### src/rtl/tick_gen_pkg.sv
// Shared definitions for the channel tick generator.
// Assumes exactly two prescaler groups; the word-select encoding is fixed.
package tick_gen_pkg;

    // Configuration word selector, used for both writes and reads.
    typedef enum logic {
        REG_PRE = 1'b0,
        REG_DIV = 1'b1
    } cfg_reg_e;

    // Number of shared prescalers.
    localparam int PRE_GROUPS = 2;

endpackage

### src/rtl/tick_prescaler.sv
// Free-running prescaler: counts 0..limit and strobes on the terminal value.
// Assumes the owner asserts clr in the same cycle the limit register changes,
// so the count never exceeds a freshly lowered limit.
module tick_prescaler #(
    parameter int PRE_W = 8
) (
    input  logic             clk,
    input  logic             rst_n,
    input  logic             clr,
    input  logic [PRE_W-1:0] limit,
    output logic             stb
);

    logic [PRE_W-1:0] cnt;
    logic             at_end;

    assign at_end = (cnt == limit);

    // Advance the count, wrapping at the terminal value or restarting on clr.
    always_ff @(posedge clk) begin
        if (!rst_n || clr) begin
            cnt <= '0;
        end else if (at_end) begin
            cnt <= '0;
        end else begin
            cnt <= cnt + 1'b1;
        end
    end

    // Strobe on the terminal value unless a restart is under way.
    assign stb = at_end && !clr;

    AST_PRE_CLR: assert property (@(posedge clk) disable iff (!rst_n)
        clr |=> (cnt == '0));

    AST_PRE_RANGE: assert property (@(posedge clk) disable iff (!rst_n)
        cnt <= limit);

endmodule

### src/rtl/tick_post_div.sv
// Per-channel power-of-two divider: counts prescaler strobes and emits one
// tick for every 2^sel of them, sel saturating at MAX_SEL.
// Assumes clr is raised in the cycle sel or the feeding prescaler changes.
module tick_post_div #(
    parameter int SEL_W   = 4,
    parameter int MAX_SEL = 4
) (
    input  logic             clk,
    input  logic             rst_n,
    input  logic             clr,
    input  logic             stb_in,
    input  logic [SEL_W-1:0] sel,
    output logic             tick
);

    localparam int CW = MAX_SEL;

    logic [SEL_W-1:0] shift;
    logic [CW:0]      ratio;
    logic [CW-1:0]    last;
    logic [CW-1:0]    cnt;

    // Clamp the select and derive the terminal strobe count.
    assign shift = (sel > SEL_W'(MAX_SEL)) ? SEL_W'(MAX_SEL) : sel;
    assign ratio = (CW+1)'(1) << shift;
    assign last  = CW'(ratio - 1'b1);

    // Count prescaler strobes, wrapping after the last one of a period.
    always_ff @(posedge clk) begin
        if (!rst_n || clr) begin
            cnt <= '0;
        end else if (stb_in) begin
            cnt <= (cnt == last) ? '0 : cnt + 1'b1;
        end
    end

    // Tick on the final strobe of each period.
    assign tick = stb_in && (cnt == last) && !clr;

    AST_DIV_CLR: assert property (@(posedge clk) disable iff (!rst_n)
        clr |=> (cnt == '0));

    AST_DIV_RANGE: assert property (@(posedge clk) disable iff (!rst_n)
        cnt <= last);

endmodule

### src/rtl/chan_tick_gen.sv
// Channel tick generator top: holds the prescaler and divider-select words,
// detects value changes on write to restart affected counters, and drives
// one prescaler per group and one post-divider per channel.
// Assumes DATA_W covers both configuration words.
module chan_tick_gen
    import tick_gen_pkg::*;
#(
    parameter int NUM_CH    = 5,
    parameter int PRE_W     = 8,
    parameter int SEL_W     = 4,
    parameter int MAX_SEL   = 4,
    parameter int GROUP0_CH = 2,
    parameter int DATA_W    = 32
) (
    input  logic              clk,
    input  logic              rst_n,
    input  logic              wr_en,
    input  logic              wr_sel,
    input  logic [DATA_W-1:0] wr_data,
    input  logic              rd_sel,
    output logic [DATA_W-1:0] rd_data,
    output logic [NUM_CH-1:0] tick
);

    localparam int W0 = PRE_GROUPS * PRE_W;
    localparam int W1 = NUM_CH * SEL_W;
    localparam logic [W0-1:0] PRE_RST = {PRE_GROUPS{PRE_W'(1)}};

    logic [W0-1:0]         pre_cfg;
    logic [W1-1:0]         div_cfg;
    logic                  wr_pre;
    logic                  wr_div;
    logic [PRE_GROUPS-1:0] pre_clr;
    logic [PRE_GROUPS-1:0] pre_stb;
    logic [NUM_CH-1:0]     div_clr;

    assign wr_pre = wr_en && (wr_sel == REG_PRE);
    assign wr_div = wr_en && (wr_sel == REG_DIV);

    // Store the configuration words.
    always_ff @(posedge clk) begin
        if (!rst_n) begin
            pre_cfg <= PRE_RST;
            div_cfg <= '0;
        end else begin
            if (wr_pre) pre_cfg <= wr_data[W0-1:0];
            if (wr_div) div_cfg <= wr_data[W1-1:0];
        end
    end

    // Return the selected word, zero-extended.
    always_comb begin
        rd_data = '0;
        if (rd_sel == REG_PRE) rd_data[W0-1:0] = pre_cfg;
        else                   rd_data[W1-1:0] = div_cfg;
    end

    for (genvar g = 0; g < PRE_GROUPS; g++) begin : g_pre
        // Restart this prescaler only when its value actually changes.
        assign pre_clr[g] = wr_pre &&
            (wr_data[g*PRE_W +: PRE_W] != pre_cfg[g*PRE_W +: PRE_W]);

        tick_prescaler #(.PRE_W(PRE_W)) u_pre (
            .clk   (clk),
            .rst_n (rst_n),
            .clr   (pre_clr[g]),
            .limit (pre_cfg[g*PRE_W +: PRE_W]),
            .stb   (pre_stb[g])
        );
    end

    for (genvar n = 0; n < NUM_CH; n++) begin : g_ch
        localparam int GRP = (n < GROUP0_CH) ? 0 : 1;

        // Restart on a changed select or a restart of the feeding prescaler.
        assign div_clr[n] = pre_clr[GRP] || (wr_div &&
            (wr_data[n*SEL_W +: SEL_W] != div_cfg[n*SEL_W +: SEL_W]));

        tick_post_div #(.SEL_W(SEL_W), .MAX_SEL(MAX_SEL)) u_div (
            .clk    (clk),
            .rst_n  (rst_n),
            .clr    (div_clr[n]),
            .stb_in (pre_stb[GRP]),
            .sel    (div_cfg[n*SEL_W +: SEL_W]),
            .tick   (tick[n])
        );
    end

    AST_RESET_CFG: assert property (@(posedge clk)
        !rst_n |=> (pre_cfg == PRE_RST && div_cfg == '0));

    AST_QUIET_ON_CLR: assert property (@(posedge clk) disable iff (!rst_n)
        (div_clr & tick) == '0);

    AST_SAME_NO_CLR: assert property (@(posedge clk) disable iff (!rst_n)
        (wr_pre && wr_data[W0-1:0] == pre_cfg) |-> (pre_clr == '0));

    AST_RD_UPPER: assert property (@(posedge clk) disable iff (!rst_n)
        (rd_sel == REG_PRE) |-> (rd_data[DATA_W-1:W0] == '0));

endmodule

### config.mk
export PLATFORM = sky130hd
export DESIGN_NAME = chan_tick_gen
export DESIGN_NICKNAME = d
export VERILOG_FILES = /design/src/rtl/tick_gen_pkg.sv /design/src/rtl/tick_prescaler.sv /design/src/rtl/tick_post_div.sv /design/src/rtl/chan_tick_gen.sv
export SDC_FILE = /design/constraint.sdc
export NUM_CORES = 1
export LEC_CHECK = 0
export ABC_AREA = 0
export BUFFER_PORTS_ARGS = -buffer_cell sky130_fd_sc_hd__buf_4
export CORE_MARGIN = 2
export CORE_UTILIZATION = 40
export CTS_BUF_LIST = sky130_fd_sc_hd__clkbuf_2 sky130_fd_sc_hd__clkbuf_4 sky130_fd_sc_hd__clkbuf_8
export DETAILED_ROUTE_END_ITERATION = 10
export RECOVER_POWER = 100
export SETUP_SLACK_MARGIN = 0.02
export SLEW_MARGIN = 10
export SYNTH_ARGS = -nofsm -noshare
export SYNTH_HDL_FRONTEND = slang
export SYNTH_SLANG_ARGS = --single-unit
### constraint.sdc
create_clock -name clk -period 4.9 [get_ports clk]
set_clock_uncertainty 0.1 [all_clocks]
set_input_delay 0.245 -clock clk [delete_from_list [all_inputs] [get_ports clk]]
set_output_delay 0.245 -clock clk [all_outputs]
set_load 0.1 [all_outputs]
==> impl_summary.log <==
[metrics] highest-count cells in the layout ignoring fill and taps: nand2_1, dfxtp_1, xor2_1, a21boi_0, clkbuf_1
[metrics] final hold violations: 0
[metrics] maximum frequency from static timing analysis: 269 MHz
[metrics] final worst-path cycle share: 75.8%
[metrics] clk buf depth: 2
[metrics] most common cell after layout, fill and taps aside: nand2_1
[metrics] wire length of the first global-routing pass: 17700 µm
[metrics] floorplan die area: 11900 µm²
[metrics] Synth warnings: 0
[metrics] RSZ-0062 raised after global routing: false
[metrics] number of antenna violations at the first check in global routing: 0
[metrics] synthesis-to-layout area growth: 10.6%
[metrics] fraction of final layout cells sized beyond drive strength 1: 10.6%
[metrics] final routed wire length divided by cell count: 15.0 µm
[metrics] setup slack, reg-to-reg: 2320 ps
[metrics] maximum number of pins on one net before global-route repair: 46
[metrics] HPWL Detailed: 7590 µm
[metrics] number of distinct library cells after synthesis: 43
[metrics] startpoint class of the critical path: flip-flop
[metrics] sequential power share: 41.6%
[metrics] pre-CTS WS: 2100 ps
[metrics] detailed router's first-iteration violation count: 249
[metrics] top flip-flop cell by instance count after synthesis: dfxtp_1
[metrics] endpoint of the most critical register-to-register path: g_ch[0].u_div.cnt[3]
[metrics] total power density per cell area: 314 nW/µm²
[metrics] peak fanout along the critical path: 7
[metrics] Area contributors post-synth: dfxtp_1, xor2_1, nand2_1
[metrics] asr flop ratio synth: 0%
[metrics] antenna cells: 0
[metrics] leakage power summed over all cells: 1.89 nW
[metrics] Synth top area share: 32.7%
[metrics] total instance count after detailed placement: 689
[metrics] vias in the first global route: 3650
[metrics] number of buffers added by the clock tree synthesis step: 9
[metrics] cell type contributing the most total cell area after synthesis: dfxtp_1
[metrics] Worst R2R Start: div_cfg[0]
[metrics] GRT Util Overall: 18.9%
[metrics] clock power share: 34.4%
[metrics] final-layout setup total negative slack: 0 ps
[metrics] outcome: completed
[metrics] clock net sink count: 72
[metrics] I/O Pins: 74
[metrics] data arrival time of the critical path: 3370 ps
[metrics] relative contribution of combinational cells to total power: 24.0%
[metrics] EDFF count, synth: 0
[metrics] setup bufs post-CTS: 0
[metrics] number of max-slew violations in the final report: 0
[metrics] CTS tree: built
[metrics] Hold Path End: pre_cfg[8]
[metrics] final core occ: 45.2%
[metrics] Worst-Margin Slew: 1420 ps
[metrics] number of standard cells in the final layout excluding fillers: 705
[metrics] Vias: 3761
[metrics] master cell of the clock root buffer: clkbuf_8
[metrics] Die Ht: 109 µm
[metrics] Worst VDD drop: 118 µV
[metrics] switching portion of total power: 34.5%
[metrics] sort of element at the end of the critical path: output port
[metrics] Chip Width: 109 µm
[metrics] shortest clock period the worst path allows after layout: 3720 ps
[metrics] Setup WS post-layout: 1180 ps
[metrics] switching pwr: 0.000529 W
[metrics] Max transition margin: 5.47%
[metrics] Starting Density: 40.8%
[metrics] residual DRC count: 0
[metrics] cells after synthesis: 532
[metrics] total length of routed wires: 10600 µm
[metrics] reported max-cap violation count: 0
[metrics] hold_sp: wr_data[8]
[metrics] clock slew at reported path FFs: 80 ps
[metrics] Port Buffers: 49
[metrics] cells resized by post-CTS repair: 0
[metrics] Final setup violation count: 0
[metrics] Data required, critical path: 4550 ps
[metrics] Reg2Reg Depth: 7
[metrics] total number of nets in the final design: 609
[metrics] Final GP Congestion: 0.821
[metrics] Clock Latency Late Sink: 350 ps
[metrics] cts hold-fix bufs: 0
[metrics] Min-Delay Path Depth: 3
[metrics] cell area after technology mapping: 4410 µm²
[metrics] worst hold-check path type: in2reg
[metrics] Cell Rows: 38
[metrics] number of storage elements in the synthesis netlist: 72
[metrics] class of the most critical setup path: reg2out
[metrics] sum of overflow across all layers after global routing: 0
[metrics] Pint: 0.00100 W
[metrics] count of nets left with antenna violations after detail routing: 0
[metrics] number of H-tree levels: 3
[metrics] fraction of the yosys area taken by sequential cells: 32.7%
[metrics] 1st-pass router iterations: 4
[metrics] mean cell area of the mapped netlist: 8.29 µm²
[metrics] Std-Cell Core Area: 10800 µm²
[metrics] number of vias per cell after detailed routing: 5.33
-- state kept, by name (all words and copies together) (netlist names) --
name,cells
div_cfg,20
g_pre.u_pre.cnt,16
g_ch.u_div.cnt,20
pre_cfg,16
-- cells in the mapped netlist (9+ instances only) --
| cell type | instances |
|---|---|
| o31ai_1 | 10 |
| buf_4 | 17 |
| nand2_1 | 78 |
| dfxtp_1 | 72 |
| nand3_1 | 25 |
| inv_1 | 9 |
| or4_1 | 15 |
| xor2_1 | 50 |
| ha_1 | 12 |
| clkbuf_1 | 24 |
| nor2_1 | 22 |
| xnor2_1 | 26 |
| o21ai_0 | 16 |
| a21oi_1 | 23 |
| nor3_1 | 11 |
| a21boi_0 | 34 |
| mux2_2 | 17 |
| and3_1 | 9 |
-- power groups by stage --
stage	Combinational (W)	Sequential (W)	Clock, W
2_1_floorplan	0.000313	0.000640	0
3_3_place_gp	0.000373	0.000651	0
3_5_place_dp	0.000378	0.000652	0
4_1_cts	0.000380	0.000638	0.000539
5_1_grt	0.000401	0.000643	0.000567
6_report	0.000368	0.000638	0.000527
-- worst max-delay path by stage --
stage | from | endpoint | depth (start not counted)
CTS | div_cfg[8] | tick[2] | 7
detailed placement | div_cfg[8] | tick[2] | 7
finish | div_cfg[8] | tick[2] | 7
global placement | div_cfg[8] | tick[2] | 7
global route | div_cfg[8] | tick[2] | 7
floorplan | div_cfg[10] | tick[2] | 8
-- kinds of logic (layout without fill, tap and decap cells) --
family          count (synthesis)  in the layout  share of synthesized area (%)
mux                            18             18                           4.57
buf+inv                        53             75                           6.13
fa+ha+maj                      12             12                           3.41
other cells                     1             12                         0.0851
simple gates                  196            196                           22.4
xor+xnor                       76             76                           15.1
compound gates                104            104                           15.6
flops                          72             72                           32.7
-- per-layer routing --
| metal | track usage (%) | vias up | part of all wire (%) |
|---|---|---|---|
| li1 | - | 1893 | - |
| met4 | 6.96 | 0 | 0.77 |
| met2 | 31.9 | 65 | 48 |
| met1 | 24.3 | 1797 | 48 |
| met5 | 0 | - | 0 |
| met3 | 3.11 | 6 | 3.1 |
-- cell type report --
class / instances / area, µm²
Clock inverter: 6 / 83.8
Sequential cell: 72 / 1440
Clock buffer: 10 / 131
Multi-Input combinational cell: 418 / 2740
Tap cell: 140 / 175
Inverter: 9 / 33.8
Fill cell: 1074 / 5920
Timing Repair Buffer: 50 / 274
-- per-stage QoR --
stage	cell area (µm²)	total power, W	hold slack [ps]
2_1_floorplan	4450	0.000954	269
5_1_grt	4880	0.00161	38.9
6_report	4880	0.00153	53.8
3_3_place_gp	4760	0.00102	353
4_1_cts	4980	0.00156	30.0
3_5_place_dp	4760	0.00103	364
-- worst max-delay path, cell delays in order (launching register included) --
cell and delay, ps:
dfxtp_1 370, or4_1 570, ha_1 330, xnor2_1 140
a211oi_1 260, a22oi_1 150, nor4b_1 300, clkbuf_1 900
Power figures use the tool's default switching activity.
